$ cat src/rtl/cmp_timer_pkg.sv
package cmp_timer_pkg;
  parameter int CNT_W = 64;
  parameter int REL_W = 32;

  localparam logic [1:0] SEL_CNT = 2'd0;
  localparam logic [1:0] SEL_ABS = 2'd1;
  localparam logic [1:0] SEL_REL = 2'd2;
  localparam logic [1:0] SEL_CTL = 2'd3;

  // unsigned deadline test
  function automatic logic reached(input logic [CNT_W-1:0] cnt,
                                   input logic [CNT_W-1:0] dl);
    return cnt >= dl;
  endfunction

  // time left, truncated to the relative width
  function automatic logic [REL_W-1:0] rel_of(input logic [CNT_W-1:0] dl,
                                              input logic [CNT_W-1:0] cnt);
    logic [CNT_W-1:0] diff;
    diff = dl - cnt;
    return diff[REL_W-1:0];
  endfunction

  function automatic logic [CNT_W-1:0] sext(input logic [REL_W-1:0] v);
    return {{(CNT_W-REL_W){v[REL_W-1]}}, v};
  endfunction

  // absolute deadline from a relative write
  function automatic logic [CNT_W-1:0] abs_from_rel(input logic [CNT_W-1:0] cnt,
                                                    input logic [REL_W-1:0] v);
    return cnt + sext(v);
  endfunction
endpackage

$ cat src/rtl/ctr_counter.sv
module ctr_counter #(
  parameter int W = 64
) (
  input  logic         clk,
  input  logic         rst_n,
  input  logic         tick_en,
  input  logic         ld_en,
  input  logic [W-1:0] ld_value,
  output logic [W-1:0] cnt_q
);
  always_ff @(posedge clk or negedge rst_n) begin
    if (!rst_n)       cnt_q <= '0;
    else if (ld_en)   cnt_q <= ld_value;
    else if (tick_en) cnt_q <= cnt_q + W'(1);
  end
endmodule

$ cat src/rtl/ctr_deadline.sv
module ctr_deadline
  import cmp_timer_pkg::*;
(
  input  logic             clk,
  input  logic             rst_n,
  input  logic             wr_abs,
  input  logic             wr_rel,
  input  logic [CNT_W-1:0] wr_data,
  input  logic [CNT_W-1:0] cnt,
  output logic [CNT_W-1:0] dl_q
);
  always_ff @(posedge clk or negedge rst_n) begin
    if (!rst_n)      dl_q <= '0;
    else if (wr_abs) dl_q <= wr_data;
    else if (wr_rel) dl_q <= abs_from_rel(cnt, wr_data[REL_W-1:0]);
  end
endmodule

$ cat src/rtl/ctr_control.sv
module ctr_control (
  input  logic clk,
  input  logic rst_n,
  input  logic wr_ctl,
  input  logic wr_en_bit,
  input  logic wr_mask_bit,
  input  logic cond,
  output logic en_q,
  output logic mask_q,
  output logic status,
  output logic irq
);
  always_ff @(posedge clk or negedge rst_n) begin
    if (!rst_n) begin
      en_q   <= 1'b0;
      mask_q <= 1'b1;
    end else if (wr_ctl) begin
      en_q   <= wr_en_bit;
      mask_q <= wr_mask_bit;
    end
  end

  assign status = en_q & cond;
  assign irq    = status & ~mask_q;
endmodule

$ cat src/rtl/cmp_timer_chan.sv
module cmp_timer_chan
  import cmp_timer_pkg::*;
(
  input  logic             clk,
  input  logic             rst_n,
  input  logic             tick_en,
  input  logic             ld_en,
  input  logic [CNT_W-1:0] ld_value,
  input  logic             wr_en,
  input  logic [1:0]       wr_sel,
  input  logic [CNT_W-1:0] wr_data,
  input  logic [1:0]       rd_sel,
  output logic [CNT_W-1:0] rd_data,
  output logic             irq
);
  logic [CNT_W-1:0] cnt_q;
  logic [CNT_W-1:0] dl_q;
  logic             ctl_en, ctl_mask;
  logic             cond_w, status_w;
  logic             wr_abs_w, wr_rel_w, wr_ctl_w;

  assign wr_abs_w = wr_en && (wr_sel == SEL_ABS);
  assign wr_rel_w = wr_en && (wr_sel == SEL_REL);
  assign wr_ctl_w = wr_en && (wr_sel == SEL_CTL);

  ctr_counter #(.W(CNT_W)) u_cnt (
    .clk(clk), .rst_n(rst_n), .tick_en(tick_en),
    .ld_en(ld_en), .ld_value(ld_value), .cnt_q(cnt_q)
  );

  ctr_deadline u_dl (
    .clk(clk), .rst_n(rst_n), .wr_abs(wr_abs_w), .wr_rel(wr_rel_w),
    .wr_data(wr_data), .cnt(cnt_q), .dl_q(dl_q)
  );

  assign cond_w = reached(cnt_q, dl_q);

  ctr_control u_ctl (
    .clk(clk), .rst_n(rst_n), .wr_ctl(wr_ctl_w),
    .wr_en_bit(wr_data[0]), .wr_mask_bit(wr_data[1]),
    .cond(cond_w), .en_q(ctl_en), .mask_q(ctl_mask),
    .status(status_w), .irq(irq)
  );

  always_comb begin
    unique case (rd_sel)
      SEL_CNT: rd_data = cnt_q;
      SEL_ABS: rd_data = dl_q;
      SEL_REL: rd_data = sext(rel_of(dl_q, cnt_q));
      default: rd_data = {{(CNT_W-3){1'b0}}, status_w, ctl_mask, ctl_en};
    endcase
  end
endmodule

$ cat config.mk
export PLATFORM = sky130hd
export DESIGN_NAME = cmp_timer_chan
export DESIGN_NICKNAME = d
export VERILOG_FILES = /design/src/rtl/cmp_timer_pkg.sv /design/src/rtl/ctr_counter.sv /design/src/rtl/ctr_deadline.sv /design/src/rtl/ctr_control.sv /design/src/rtl/cmp_timer_chan.sv
export SDC_FILE = /design/constraint.sdc
export NUM_CORES = 1
export LEC_CHECK = 0
export BUFFER_PORTS_ARGS = -buffer_cell sky130_fd_sc_hd__buf_4
export CAP_MARGIN = 20
export CORE_MARGIN = 2
export CORE_UTILIZATION = 43
export DETAILED_ROUTE_END_ITERATION = 10
export PLACE_DENSITY = 0.75
export SETUP_SLACK_MARGIN = 0.15
export SLEW_MARGIN = 15
export SYNTH_ARGS = -nofsm -noshare
export SYNTH_HDL_FRONTEND = slang
export SYNTH_SLANG_ARGS = --single-unit
$ cat constraint.sdc
create_clock -name clk -period 4.9 [get_ports clk]
set_clock_uncertainty 0.15 [all_clocks]
set_input_delay 0.98 -clock clk [delete_from_list [all_inputs] [get_ports clk]]
set_output_delay 0.98 -clock clk [all_outputs]
set_load 0.02 [all_outputs]
==> flow_summary.rst <==
.. list-table::
   :header-rows: 1

   * - Metric
     - Value
   * - Result of the run
     - complete, no violations
   * - Fraction of registers with async set or reset after synthesis
     - 100%
   * - Maximum clock frequency
     - 209 MHz
   * - Top cells by instance count after synthesis
     - 194 x sky130_fd_sc_hd__nand2_1, 163 x sky130_fd_sc_hd__a21oi_1, 159 x sky130_fd_sc_hd__ha_1
   * - Distinct cell type count of the synthesized netlist
     - 86
   * - Ports placed on the boundary
     - 202
   * - Yosys warns
     - 0
   * - Number of global-route vias before repair
     - 14.6k
   * - Non-filler cells in the finished layout
     - 2480
   * - Routability congestion estimate from global placement
     - 1.04
   * - Antenna violations before repair
     - 0
   * - Number of filler cells placed in the layout
     - 3217
   * - Power per standard cell area
     - 375 nW/um^2
   * - Nature of the critical path endpoint
     - output pin
   * - Post-DP HPWL
     - 38700 um
   * - Share of the clock period used by the worst path after layout
     - 97.6%
   * - Worst-Skew Late Latency
     - 470 ps
   * - Share of the core filled with cells
     - 52.9%
   * - Total wirelength of the detailed-routed design
     - 52900 um
   * - Die width
     - 188 um
   * - Hold path depth
     - 2
   * - Vias after detailed routing
     - 15.0k
   * - CTS Sinks
     - 130
   * - Post-synth top area share
     - 22.2%
   * - Overall fraction of global-route tracks in use
     - 29.1%
   * - Final net count
     - 2317
   * - Count of buffers from port buffering
     - 201
   * - Avg Inst Size Synth
     - 7.86 um^2
   * - Shortest period the worst path allows
     - 4780 ps
   * - Net Sw Power
     - 0.00296 W
   * - Reg2reg path depth
     - 15
   * - Switching power as a share of total power
     - 44.7%
   * - DIE HEIGHT
     - 188 um
   * - Drt wl/cell
     - 21.3 um
   * - Iteration-0 DRC count of the detailed router
     - 1200
   * - Setup repair after global routing missed its margin
     - true
   * - H-tree depth
     - 4
   * - Worst reg2reg setup slack
     - 920 ps
   * - Required @ worst endpoint
     - 3770 ps
   * - Worst Setup Start Kind
     - flop
   * - Hold bufs inserted after CTS
     - 0
   * - Leakage
     - 8.23 nW
   * - Arrival time of the worst setup path
     - 3650 ps
   * - Total die area
     - 35200 um^2
   * - Sequential power share
     - 23.2%
   * - Area overhead of the layout relative to synthesis
     - 21.6%
   * - Fraction of layout instances using a drive strength above 1
     - 19.0%
   * - Final Hold Vio Count
     - 0
   * - Internal Dissipation
     - 0.00366 W
   * - Number of nets produced by synthesis
     - 2144
   * - Final hold slack
     - 359 ps
   * - Number of iterations in the first detailed-routing pass
     - 5
   * - DRC viols
     - 0
   * - Initial Utilization
     - 43.5%
   * - Portion of total power attributed to combinational logic
     - 55.9%
   * - Crit-path max FO
     - 5
   * - Area taken by multi-input logic gates
     - 10700 um^2
   * - Wire length of the first global-routing pass
     - 81300 um
   * - Pin count of the biggest net entering global routing
     - 102
   * - Synthesis-stage register bit count
     - 130
   * - Area inside the core boundary
     - 33400 um^2
   * - Number of flops mapped to enable cells by yosys
     - 0
   * - Clock tree from TritonCTS
     - done
   * - Total of max-cap violations
     - 0
   * - Clock edge transition at the registers on the reported setup and hold paths
     - 80 ps
   * - Kind of critical path
     - reg -> out
   * - CTS Root Cell
     - sky130_fd_sc_hd__clkbuf_16
   * - Count of endpoints failing setup in the final report
     - 0
   * - Worst-case headroom to the max-slew limit
     - 30.5%
   * - Part of the total power dissipated in the clock network
     - 20.9%
   * - Worst Hold Class
     - reg -> reg
   * - Cell type with the largest total area after synthesis
     - sky130_fd_sc_hd__dfrtp_1
   * - Floorplan row count
     - 67
   * - Remaining number of nets flagged by the antenna check after routing
     - 0
   * - Synth Cell Area
     - 14500 um^2
   * - Maximum buffer depth of the clock tree
     - 2
   * - Least-Margin Pin Slew
     - 1040 ps
   * - Placed Cells
     - 2423
   * - Mean number of vias per cell
     - 6.07
   * - Ranking of synthesized cells by area
     - sky130_fd_sc_hd__dfrtp_1 22%, sky130_fd_sc_hd__ha_1 14%, sky130_fd_sc_hd__a21oi_1 5.6%
   * - Fin. max-slew vios
     - 0
   * - Max VDD drop
     - 0.260 mV
   * - Clock buffer count from CTS
     - 17
   * - Setup TNS
     - 0 ps
   * - Number of instances in the synthesized netlist
     - 1846
   * - Footprint of the flip-flops and latches
     - 3270 um^2
   * - Total Power Consumption
     - 0.00662 W
   * - Antenna cells
     - 0
   * - Top FF cell, synth
     - sky130_fd_sc_hd__dfrtp_1
   * - Leading cell type by number of instances after synthesis
     - sky130_fd_sc_hd__nand2_1
   * - Sequential fraction of the synthesis area
     - 22.4%
   * - Total overflow reported by the global router
     - 0
-- through the flow --
stage	instance area, um^2	setup slack, ps
4_1_cts	17300	90.7
6_report	17700	119
2_1_floorplan	14500	599
3_5_place_dp	16400	261
3_3_place_gp	16400	293
5_1_grt	17700	7.74
-- area by class of cell --
| type | count | area share, % |
|---|---|---|
| inverters | 122 | 2.61 |
| clock buffers | 18 | 2.43 |
| well taps | 448 | 3.18 |
| flip-flops and latches | 130 | 18.5 |
| multi-input cells | 1493 | 60.8 |
| repair buffers | 255 | 11.5 |
| clock inverters | 14 | 0.950 |
-- flip-flops by register name (all words and copies together), names as in the netlist --
register      flops
u_cnt.cnt_q      64
u_ctl.en_q        1
u_ctl.mask_q      1
u_dl.dl_q        64
-- power groups by stage --
stage	logic [W]	registers (W)	clock network (W)
5_1_grt	0.00402	0.00156	0.00144
3_5_place_dp	0.00333	0.00154	0
3_3_place_gp	0.00328	0.00153	0
4_1_cts	0.00348	0.00152	0.00139
6_report	0.00370	0.00154	0.00138
2_1_floorplan	0.00232	0.00146	0
-- final timing paths --
path	from	endpoint
setup / recovery	u_dl.dl_q[1]	rd_data[39]
hold reg to reg	u_ctl.mask_q	u_ctl.mask_q
max in group asynchronous	rst_n	u_dl.dl_q[0]
setup reg to reg	u_cnt.cnt_q[0]	u_dl.dl_q[62]
min in group asynchronous	rst_n	u_cnt.cnt_q[24]
hold / removal	u_ctl.mask_q	u_ctl.mask_q
-- layer usage --
layer | global-route usage (%) | part of all wire [%] | vias up | wire (um)
li1 | - | - | 7027 | -
met1 | 37.9 | 42 | 7270 | 22300
met2 | 48.9 | 47 | 629 | 25000
met3 | 3.84 | 6.6 | 119 | 3490
met4 | 11.4 | 4.1 | 0 | 2140
met5 | 0 | 0 | - | 0
-- worst max-delay path: stages, from the launching register on --
cell and delay (ps):
sky130_fd_sc_hd__dfrtp_2 450, sky130_fd_sc_hd__ha_4 280, sky130_fd_sc_hd__nor2b_4 120, sky130_fd_sc_hd__o21a_1 190
sky130_fd_sc_hd__o21ai_4 100, sky130_fd_sc_hd__a311oi_4 330, sky130_fd_sc_hd__a21boi_2 120, sky130_fd_sc_hd__o31ai_1 240
sky130_fd_sc_hd__buf_4 180, sky130_fd_sc_hd__a31oi_4 90, sky130_fd_sc_hd__o21a_4 230, sky130_fd_sc_hd__mux2i_4 190
sky130_fd_sc_hd__buf_6 180, sky130_fd_sc_hd__buf_12 160, sky130_fd_sc_hd__o211ai_1 110, sky130_fd_sc_hd__buf_4 190
-- kinds of logic (layout without fill, tap and decap cells) --
logic type | after synthesis | count (layout) | share of synthesized area, %
adder cells (fa/ha/maj) | 161 | 161 | 14.0
XOR/XNOR | 146 | 146 | 8.81
flip-flops | 130 | 130 | 22.4
multiplexers | 71 | 71 | 5.27
AND/OR/NAND/NOR | 498 | 498 | 16.7
AO/OA/AOI/OAI | 617 | 617 | 26.9
buffers and inverters | 223 | 409 | 5.85
-- cells in the final DEF (no fill, tap or decap), types with 20 or more instances in the layout --
cell                        instances
sky130_fd_sc_hd__a21o_1            74
sky130_fd_sc_hd__a21oi_1          157
sky130_fd_sc_hd__a22oi_1           32
sky130_fd_sc_hd__and3_1            21
sky130_fd_sc_hd__buf_4            244
sky130_fd_sc_hd__clkbuf_16         20
sky130_fd_sc_hd__dfrtp_1          117
sky130_fd_sc_hd__ha_1             139
sky130_fd_sc_hd__inv_1            117
sky130_fd_sc_hd__mux2i_1           64
sky130_fd_sc_hd__nand2_1          193
sky130_fd_sc_hd__nand3_1           42
sky130_fd_sc_hd__nand4_1           53
sky130_fd_sc_hd__nor2_1            80
sky130_fd_sc_hd__nor3_1            25
sky130_fd_sc_hd__o211ai_1          38
sky130_fd_sc_hd__o21ai_0          132
sky130_fd_sc_hd__o21bai_1          21
sky130_fd_sc_hd__o22ai_1           30
sky130_fd_sc_hd__xnor2_1           82
sky130_fd_sc_hd__xor2_1            64
-- what timing repair did --
action	in CTS	in global routing
pin swaps	7	22
setup endpoints to repair	41	44
gates resized for setup	43	44
buffers inserted	13	8
gates cloned	1	3
No activity file was read; power rests on OpenSTA's default activity.
